**src/rtl/alarm_irq_pkg.sv**
```systemverilog
// Package: shared route encoding and crossing indices for the alarm block.
// Assumes: nothing beyond standard SystemVerilog.
package alarm_irq_pkg;

    typedef enum logic {
        ROUTE_PIN = 1'b0,
        ROUTE_DQ  = 1'b1
    } irq_route_e;

    typedef enum int {
        XC_ACC_HI  = 0,
        XC_ACC_LO  = 1,
        XC_TEMP_HI = 2,
        XC_TEMP_LO = 3
    } cross_idx_e;

    localparam int NUM_CROSS = 4;

endpackage

```
**src/rtl/alarm_cross.sv**
```systemverilog
// Module: signed limit comparator with entry-edge detection.
// What it does: flags the cycle in which 'value' enters the region at or
// beyond 'limit' (>= when UPPER=1, <= when UPPER=0).
// Assumes: value and limit are two's complement of the same width.
module alarm_cross #(
    parameter int W     = 16,
    parameter bit UPPER = 1'b1
) (
    input  logic         clk,
    input  logic         rst_n,
    input  logic [W-1:0] value,
    input  logic [W-1:0] limit,
    output logic         entered
);

    logic beyond;
    logic beyond_q;

    generate
        if (UPPER) begin : g_upper
            // Purpose: upper-limit test, equality included.
            always_comb beyond = $signed(value) >= $signed(limit);
        end else begin : g_lower
            // Purpose: lower-limit test, equality included.
            always_comb beyond = $signed(value) <= $signed(limit);
        end
    endgenerate

    // Purpose: remember last cycle's condition so only entry is reported.
    always_ff @(posedge clk) begin
        if (!rst_n) beyond_q <= 1'b0;
        else        beyond_q <= beyond;
    end

    assign entered = beyond & ~beyond_q;

endmodule

```
**src/rtl/irq_pin_ctl.sv**
```systemverilog
// Module: control bit of the dual-purpose open-drain pin.
// What it does: holds the host-written control bit; a routed alarm clears
// it (pin pulled low) and sleep forces it to 1.
// Assumes: priority sleep > host write > alarm.
module irq_pin_ctl (
    input  logic clk,
    input  logic rst_n,
    input  logic alarm,
    input  logic wr,
    input  logic wdata,
    input  logic sleep_req,
    output logic pull
);

    logic ctl_q;

    // Purpose: update the control bit by priority.
    always_ff @(posedge clk) begin
        if (!rst_n)         ctl_q <= 1'b1;
        else if (sleep_req) ctl_q <= 1'b1;
        else if (wr)        ctl_q <= wdata;
        else if (alarm)     ctl_q <= 1'b0;
    end

    assign pull = ~ctl_q;

endmodule

```
**src/rtl/irq_dq_pulse.sv**
```systemverilog
// Module: reset-length low pulse generator for the shared data line.
// What it does: on an alarm (or one held pending) and with the line idle
// high, drives the pull-down for TICK_DIV*PULSE_TICKS clock cycles.
// Assumes: TICK_DIV >= 1 and PULSE_TICKS >= 1.
module irq_dq_pulse #(
    parameter int TICK_DIV    = 4,
    parameter int PULSE_TICKS = 6
) (
    input  logic clk,
    input  logic rst_n,
    input  logic alarm,
    input  logic dq_in,
    output logic pull
);

    localparam int DIV_W  = (TICK_DIV    > 1) ? $clog2(TICK_DIV)    : 1;
    localparam int TICK_W = (PULSE_TICKS > 1) ? $clog2(PULSE_TICKS) : 1;
    localparam logic [DIV_W-1:0]  DIV_LAST  = DIV_W'(TICK_DIV - 1);
    localparam logic [TICK_W-1:0] TICK_LAST = TICK_W'(PULSE_TICKS - 1);

    logic              busy_q;
    logic              pend_q;
    logic [DIV_W-1:0]  div_q;
    logic [TICK_W-1:0] tick_q;
    logic              launch;

    assign launch = (alarm | pend_q) & dq_in & ~busy_q;

    // Purpose: hold an alarm that could not be launched yet.
    always_ff @(posedge clk) begin
        if (!rst_n)      pend_q <= 1'b0;
        else if (launch) pend_q <= 1'b0;
        else if (alarm)  pend_q <= 1'b1;
    end

    // Purpose: time the pulse in prescaled ticks.
    always_ff @(posedge clk) begin
        if (!rst_n) begin
            busy_q <= 1'b0;
            div_q  <= '0;
            tick_q <= '0;
        end else if (launch) begin
            busy_q <= 1'b1;
            div_q  <= '0;
            tick_q <= '0;
        end else if (busy_q) begin
            if (div_q == DIV_LAST) begin
                div_q <= '0;
                if (tick_q == TICK_LAST) busy_q <= 1'b0;
                else                     tick_q <= tick_q + 1'b1;
            end else begin
                div_q <= div_q + 1'b1;
            end
        end
    end

    assign pull = busy_q;

endmodule

```
**src/rtl/alarm_irq_top.sv**
```systemverilog
// Module: threshold alarm with selectable interrupt output.
// What it does: scales temperature to whole degrees, detects entry past
// four signed limits, gates by the interrupt enable and routes the alarm
// to the data-line pulser or the pin control bit.
// Assumes: synchronous inputs; bus_reset is a one-cycle strobe.
module alarm_irq_top
    import alarm_irq_pkg::*;
#(
    parameter int ACC_W       = 16,
    parameter int TEMP_W      = 11,
    parameter int TEMP_FRAC   = 3,
    parameter int TLIM_W      = 8,
    parameter int TICK_DIV    = 4,
    parameter int PULSE_TICKS = 6
) (
    input  logic              clk,
    input  logic              rst_n,
    input  logic [ACC_W-1:0]  acc_val,
    input  logic [ACC_W-1:0]  acc_hi_lim,
    input  logic [ACC_W-1:0]  acc_lo_lim,
    input  logic [TEMP_W-1:0] temp_val,
    input  logic [TLIM_W-1:0] temp_hi_lim,
    input  logic [TLIM_W-1:0] temp_lo_lim,
    input  logic              ie_wr,
    input  logic              ie_wdata,
    input  logic              route_sel,
    input  logic              bus_reset,
    input  logic              sleep_req,
    input  logic              pin_wr,
    input  logic              pin_wdata,
    input  logic              pin_in,
    input  logic              dq_in,
    output logic              dq_pull,
    output logic              pin_pull,
    output logic              pin_rd
);

    localparam int TS_W = TEMP_W - TEMP_FRAC;
    localparam int TC_W = (TS_W > TLIM_W) ? TS_W : TLIM_W;

    logic                 ie_q;
    logic [TS_W-1:0]      temp_deg;
    logic [TC_W-1:0]      temp_cmp;
    logic [TC_W-1:0]      thi_cmp;
    logic [TC_W-1:0]      tlo_cmp;
    logic [NUM_CROSS-1:0] entered;
    logic                 alarm;
    irq_route_e           route;

    // Upper bits of a two's complement value are its floor division.
    assign temp_deg = temp_val[TEMP_W-1:TEMP_FRAC];
    assign temp_cmp = TC_W'($signed(temp_deg));
    assign thi_cmp  = TC_W'($signed(temp_hi_lim));
    assign tlo_cmp  = TC_W'($signed(temp_lo_lim));

    // Purpose: interrupt enable, cleared by any bus reset.
    always_ff @(posedge clk) begin
        if (!rst_n)         ie_q <= 1'b0;
        else if (bus_reset) ie_q <= 1'b0;
        else if (ie_wr)     ie_q <= ie_wdata;
    end

    alarm_cross #(.W(ACC_W), .UPPER(1'b1)) u_acc_hi (
        .clk(clk), .rst_n(rst_n), .value(acc_val), .limit(acc_hi_lim),
        .entered(entered[XC_ACC_HI]));
    alarm_cross #(.W(ACC_W), .UPPER(1'b0)) u_acc_lo (
        .clk(clk), .rst_n(rst_n), .value(acc_val), .limit(acc_lo_lim),
        .entered(entered[XC_ACC_LO]));
    alarm_cross #(.W(TC_W), .UPPER(1'b1)) u_tmp_hi (
        .clk(clk), .rst_n(rst_n), .value(temp_cmp), .limit(thi_cmp),
        .entered(entered[XC_TEMP_HI]));
    alarm_cross #(.W(TC_W), .UPPER(1'b0)) u_tmp_lo (
        .clk(clk), .rst_n(rst_n), .value(temp_cmp), .limit(tlo_cmp),
        .entered(entered[XC_TEMP_LO]));

    assign alarm = ie_q & (|entered);
    assign route = irq_route_e'(route_sel);

    irq_dq_pulse #(.TICK_DIV(TICK_DIV), .PULSE_TICKS(PULSE_TICKS)) u_dq (
        .clk(clk), .rst_n(rst_n),
        .alarm(alarm && route == ROUTE_DQ),
        .dq_in(dq_in), .pull(dq_pull));

    irq_pin_ctl u_pin (
        .clk(clk), .rst_n(rst_n),
        .alarm(alarm && route == ROUTE_PIN),
        .wr(pin_wr), .wdata(pin_wdata), .sleep_req(sleep_req),
        .pull(pin_pull));

    assign pin_rd = pin_in;

endmodule

```
**config.mk**
```make
export PLATFORM = sky130hd
export DESIGN_NAME = alarm_irq_top
export DESIGN_NICKNAME = d
export VERILOG_FILES = /design/src/rtl/alarm_irq_pkg.sv /design/src/rtl/alarm_cross.sv /design/src/rtl/irq_pin_ctl.sv /design/src/rtl/irq_dq_pulse.sv /design/src/rtl/alarm_irq_top.sv
export SDC_FILE = /design/constraint.sdc
export NUM_CORES = 1
export LEC_CHECK = 0
export BUFFER_PORTS_ARGS = -buffer_cell sky130_fd_sc_hd__buf_2
export CORE_MARGIN = 5
export CORE_UTILIZATION = 43
export CTS_CLUSTER_DIAMETER = 200
export DETAILED_ROUTE_END_ITERATION = 6
export PLACE_DENSITY = 0.78
export SLEW_MARGIN = 20
export SYNTH_ARGS = -nofsm -noshare
export SYNTH_HDL_FRONTEND = slang
export SYNTH_SLANG_ARGS = --single-unit
```
**constraint.sdc**
```tcl
create_clock -name clk -period 2.5 [get_ports clk]
set_input_delay 0.5 -clock clk [delete_from_list [all_inputs] [get_ports clk]]
set_output_delay 0.5 -clock clk [all_outputs]
set_load 0.02 [all_outputs]
```
==> results of run 1 <==
[layer usage]
| layer | global-route usage (%) | up-vias | share of wire (%) |
|---|---|---|---|
| li1 | - | 1022 | - |
| met3 | 3.43 | 3 | 9.7 |
| met5 | 0 | - | 0 |
| met4 | 1.75 | 0 | 0.24 |
| met2 | 28.2 | 53 | 49 |
| met1 | 17.2 | 807 | 41 |
[critical path: cells and delay by family]
family	cells	cell delay, ns
and+or+nand+nor	1	0.13
buffers and inverters	1	0.11
adders and majority gates	1	0.30
muxes	1	0.18
AOI/OAI and AO/OA	6	1.25
[final cells by class]
class / instances / area, sq um
multi-input combinational: 163 / 1390
timing repair buffer: 96 / 513
tap: 50 / 62.6
inverter: 58 / 218
fill: 372 / 1600
sequential: 13 / 260
clock buffer: 4 / 45.0
[where the power goes]
part / total [mW] / switching (mW) / internal (mW)
clock network: 0.180 / 0.0682 / 0.112
registers: 0.222 / 0.00471 / 0.218
logic: 0.320 / 0.154 / 0.167
[what timing repair did]
item | CTS | global route
setup buffers | 0 | 0
resized for setup | 0 | 3
endpoints found under the setup margin | 0 | 6
[logic make-up (layout without fill, tap and decap cells)]
kind of cell / Yosys count / after routing / synth area share [%]
AND/OR/NAND/NOR: 53 / 53 / 15.9
XOR/XNOR: 3 / 3 / 1.42
buffers and inverters: 59 / 158 / 12.1
flip-flops: 13 / 13 / 14.0
AO/OA/AOI/OAI: 50 / 50 / 18.7
multiplexers: 6 / 6 / 3.44
adder cells (fa/ha/maj): 51 / 51 / 34.4
[per-stage QoR]
| step | hold slack (ns) | setup TNS, ns |
|---|---|---|
| after CTS | 0.419 | 0 |
| after global routing | 0.424 | 0 |
| after detailed placement | 0.494 | -0.709 |
| final | 0.420 | 0 |
| after floorplan | 0.461 | 0 |
| after global placement | 0.484 | -0.551 |
[placed cells by master, fill, tap and decap left out, types with 2 or more instances in the layout]
master | netlist | routed
nor3_1 | 8 | 8
mux2i_1 | 5 | 5
clkbuf_8 | 0 | 3
a211oi_1 | 3 | 3
buf_4 | 1 | 13
a21o_1 | 4 | 4
o311a_1 | 2 | 2
a21oi_1 | 17 | 17
nor4_2 | 1 | 2
and2_1 | 2 | 2
nor2_1 | 7 | 7
xor2_1 | 2 | 2
dfxtp_1 | 13 | 13
buf_2 | 0 | 83
a2111oi_2 | 0 | 2
nor2b_1 | 5 | 5
nand2b_1 | 2 | 2
nand2_1 | 10 | 10
nand3_1 | 5 | 5
inv_1 | 58 | 58
ha_1 | 51 | 51
a31oi_1 | 3 | 3
o21ai_0 | 9 | 9
nand4_1 | 8 | 8
[final timing paths]
kind	startpoint	to	slack, ns
max	acc_val[1]	u_dq.pull	0.16
min	bus_reset	ie_q	0.42
max reg2reg	u_dq.div_q[0]	u_dq.tick_q[2]	1.13
min reg2reg	ie_q	u_pin.ctl_q	0.50
==> flow_metrics.tcl, run 1 <==
set metrics [dict create \
    netlist_instances 235 \
    total_power_uw 723 \
    synth.most_common_cell "inv_1" \
    worst_ep_required_time_ns 2.63 \
    clock_skew_ns 0.00228 \
    die_area_sq_um 5730 \
    fmax_mhz 428 \
    post-route-period-util_pct 93.6 \
    cts-buffers-inserted 3 \
    p_leak_nw 1.44 \
    worstMarginPinSlew_ns 0.351 \
    placed_area_sq_um 2420 \
    synth_top_area_share_pct 34.4 \
    drive_gt1_share_pct 33.2 \
    antenna_found_initial 0 \
    htreeDepth 1 \
    fin_util_pct 60.8 \
    regMostFlops "u_dq.tick_q" \
    cts_tree "done" \
    yosys-top-cells-area "ha_1 (34%), dfxtp_1 (14%), inv_1 (12%)" \
    drv_slew 0 \
    async_flop_share_pct 0 \
    grt_pass1_wl_mm 6.86 \
    avgSynthCellArea_sq_um 7.90 \
    reg_top3 "u_dq.tick_q x3, u_dq.div_q x2" \
    vias 1885 \
    ys_seq_area_share_pct 14.0 \
    coreArea_sq_um 4090 \
    hold_depth 2 \
    vdd_drop_max_uv 308 \
    r2r_cells 6 \
    grt_max_degree 8 \
    crit_chain "buf_2 -> ha_1 -> nor2b_4 -> o211ai_2 -> a2111oi_2 -> a2111o_1 -> mux2i_2 -> a41oi_2 -> a21oi_4 -> o21a_1" \
    start_util_pct 45.4 \
    ys_ff_latch 13 \
    status "complete, no violations" \
    syn_to_final_growth_pct 33.9 \
    diodes 0 \
    holdBufCountCts 0 \
    die_h_um 75.7 \
    dr.pass1.iters 4 \
    p_per_area_nw_per_um2 291 \
    final_cell_area_sq_um 2490 \
    clockBufferDepth 2 \
    fin_nets 472 \
    wl_per_cell_um 10.7 \
    synth_edf_count 0 \
    dp_hpwl_mm 3.74 \
    gp_routability_congestion 0.838 \
    dominantRegCellSynth "dfxtp_1" \
    routed_wl_mm 4.09 \
    crit_arrival_ns 2.47 \
    hp-class "input pin to flip-flop" \
    drv_cap 0 \
    clock_latency_ns 0.24 \
    numPortBuffers 83 \
    setup_slack_ns 0.161 \
    dp_slack_ns -0.123 \
    critPathKind "input pin to flip-flop" \
    die-width_um 75.7 \
    slew_headroom_pct 76.4 \
    gr-usage-all-layers_pct 14.8 \
    path_max_fanout 6 \
    synth_top_area_cell "ha_1" \
    cp-start-kind "input pin" \
    grt_pass1_vias 1838 \
    layout.cells.non_filler 384 \
    critPathCaptureType "flip-flop" \
    cts.sink_count 13 \
    routed_via_density 4.91 \
    io_pins 89 \
    layout_min_cycle_time_ns 2.34 \
    cts-root-buf "clkbuf_8" \
    ys_warn_count 0 \
    finalHoldViolations 0 \
    antenna_left 0 \
    largest_reg_flops 3 \
    crit_path_top_delay_cell "a2111o_1" \
    yosys-top-cells-count "inv_1 (58), ha_1 (51), a21oi_1 (17), dfxtp_1 (13), nand2_1 (10)" \
    grt_setup_unrepaired "no" \
    clk_pin_slew_ns 0.05 \
    max_stage_delay_ns 0.42 \
    drcViolationCount 0 \
    synth_nets 372 \
    setup_viol 0 \
    ys_types 38 \
    gr-total-overflow 0 \
    placementRows 23 \
    synth_area_sq_um 1860 \
    post-place-cells 380 \
    drtIter0Drc 21 \
]
Power figures use the tool's default switching activity.
==> inputs of run 2 (changes only) <==
- MAX_ROUTING_LAYER: unset -> met4
==> run 2 against run 1 <==
- worst setup slack barely moved
- via count unchanged
- combinational power about the same
- clock power is essentially flat
- global-route usage is 0.45 points higher
- critical path depth stayed put
- maximum frequency is essentially flat
- die area did not move
- routed wire length about the same
- highest routed layer unchanged
- clock skew about the same
- utilization did not move
- largest power group unchanged
- cell count did not move
==> flow_metrics.tcl, run 2 (same netlist as run 1, synthesis figures left out) <==
set metrics [dict create \
    path_buf_inv 1 \
    drv_slew 0 \
    pwr-share-clk_pct 24.9 \
    internal-power_uw 497 \
    layout.cells.non_filler 384 \
    crit_chain "buf_2 -> ha_1 -> nor2b_4 -> o211ai_2 -> a2111oi_2 -> a2111o_1 -> mux2i_2 -> a41oi_2 -> a21oi_4 -> o21a_1" \
    fill_cells 372 \
    reg_top3 "u_dq.tick_q x3, u_dq.div_q x2" \
    fmax_mhz 428 \
    crit_arrival_ns 2.47 \
    register_area_sq_um 260 \
    wl_per_cell_um 10.7 \
    cts_resized 0 \
    finalHoldViolations 0 \
    numPortBuffers 83 \
    combPwrFrac_pct 44.3 \
    vdd_drop_max_uv 308 \
    worst_ep_required_time_ns 2.63 \
    grt_pass1_vias 1837 \
    tns_ns 0 \
    syn_to_final_growth_pct 33.9 \
    placementRows 23 \
    hp-class "input pin to flip-flop" \
    placed_area_sq_um 2420 \
    p_per_area_nw_per_um2 291 \
    layout_commonest_cell "buf_2" \
    max_stage_delay_ns 0.42 \
    die-width_um 75.7 \
    regMostFlops "u_dq.tick_q" \
    io_pins 89 \
    crit_path_top_delay_cell "a2111o_1" \
    cts.sink_count 13 \
    p_switching_uw 226 \
    coreArea_sq_um 4090 \
    cp-start-kind "input pin" \
    dp_hpwl_mm 3.74 \
    post_cts_buffers 0 \
    largest_reg_flops 3 \
    setup_slack_ns 0.161 \
    setup_viol 0 \
    drv_cap 0 \
    gp_routability_congestion 0.851 \
    drtIter0Drc 21 \
    fin_nets 472 \
    diodes 0 \
    slew_headroom_pct 76.4 \
    vias 1885 \
    cts-root-buf "clkbuf_8" \
    die_h_um 75.7 \
    dp_slack_ns -0.123 \
    htreeDepth 1 \
    swShare_pct 31.3 \
    post-place-cells 380 \
    antenna_found_initial 0 \
    p_seq_share_pct 30.8 \
    path_max_fanout 6 \
    holdWs_ns 0.420 \
    cts_tree "done" \
    total_power_uw 723 \
    cp_top_family "compound AO/OA/AOI/OAI gates" \
    worstMarginPinSlew_ns 0.351 \
    die_area_sq_um 5730 \
    layout_min_cycle_time_ns 2.34 \
    grt_max_degree 8 \
    p_leak_nw 1.44 \
    gr-usage-all-layers_pct 15.3 \
    multi_input_area_sq_um 1390 \
    gr-total-overflow 0 \
    holdBufCountCts 0 \
    status "complete, no violations" \
    final_cell_mix "buf_2 (83), inv_1 (58), ha_1 (51)" \
    clock_skew_ns 0.00228 \
    fin_util_pct 60.8 \
    start_util_pct 45.4 \
    cts-buffers-inserted 3 \
    grt_setup_unrepaired "no" \
    critPathCaptureType "flip-flop" \
    clock_latency_ns 0.24 \
    critPathKind "input pin to flip-flop" \
    routed_wl_mm 4.09 \
    antenna_left 0 \
    final_cell_area_sq_um 2490 \
    dr.pass1.iters 4 \
    drcViolationCount 0 \
    post-route-period-util_pct 93.6 \
    clk_pin_slew_ns 0.05 \
    drive_gt1_share_pct 33.2 \
    clockBufferDepth 2 \
    routed_via_density 4.91 \
    grt_pass1_wl_mm 6.87 \
]
## run 2: cell type report
class | count | area share [%]
Tap cell | 50 | 2.52
Timing Repair Buffer | 96 | 20.6
Inverter | 58 | 8.76
Clock buffer | 4 | 1.81
Sequential cell | 13 | 10.5
Multi-Input combinational cell | 163 | 55.8
## run 2: worst paths after layout
| path | from | endpoint | slack [ns] | cells after the start |
|---|---|---|---|---|
| hold / removal | bus_reset | ie_q | 0.42 | 2 |
| setup / recovery | acc_val[1] | u_dq.pull | 0.16 | 10 |
| hold reg to reg | ie_q | u_pin.ctl_q | 0.50 | 1 |
| setup reg to reg | u_dq.div_q[0] | u_dq.tick_q[2] | 1.13 | 6 |
## run 2: routing by layer
metal	share of wire (%)	GRT usage, %	wire [um]
met5	0	-	0
met3	9.2	3.03	377
met4	0.24	1.75	10
met1	41	17.4	1700
met2	49	28.2	2010
## run 2: power groups by stage
| stage | clock network [mW] | registers, mW | logic, mW |
|---|---|---|---|
| global route | 0.200 | 0.223 | 0.374 |
| detailed placement | 0 | 0.227 | 0.321 |
| floorplan | 0 | 0.226 | 0.191 |
| finish | 0.180 | 0.222 | 0.320 |
| global placement | 0 | 0.226 | 0.313 |
| CTS | 0.187 | 0.223 | 0.323 |
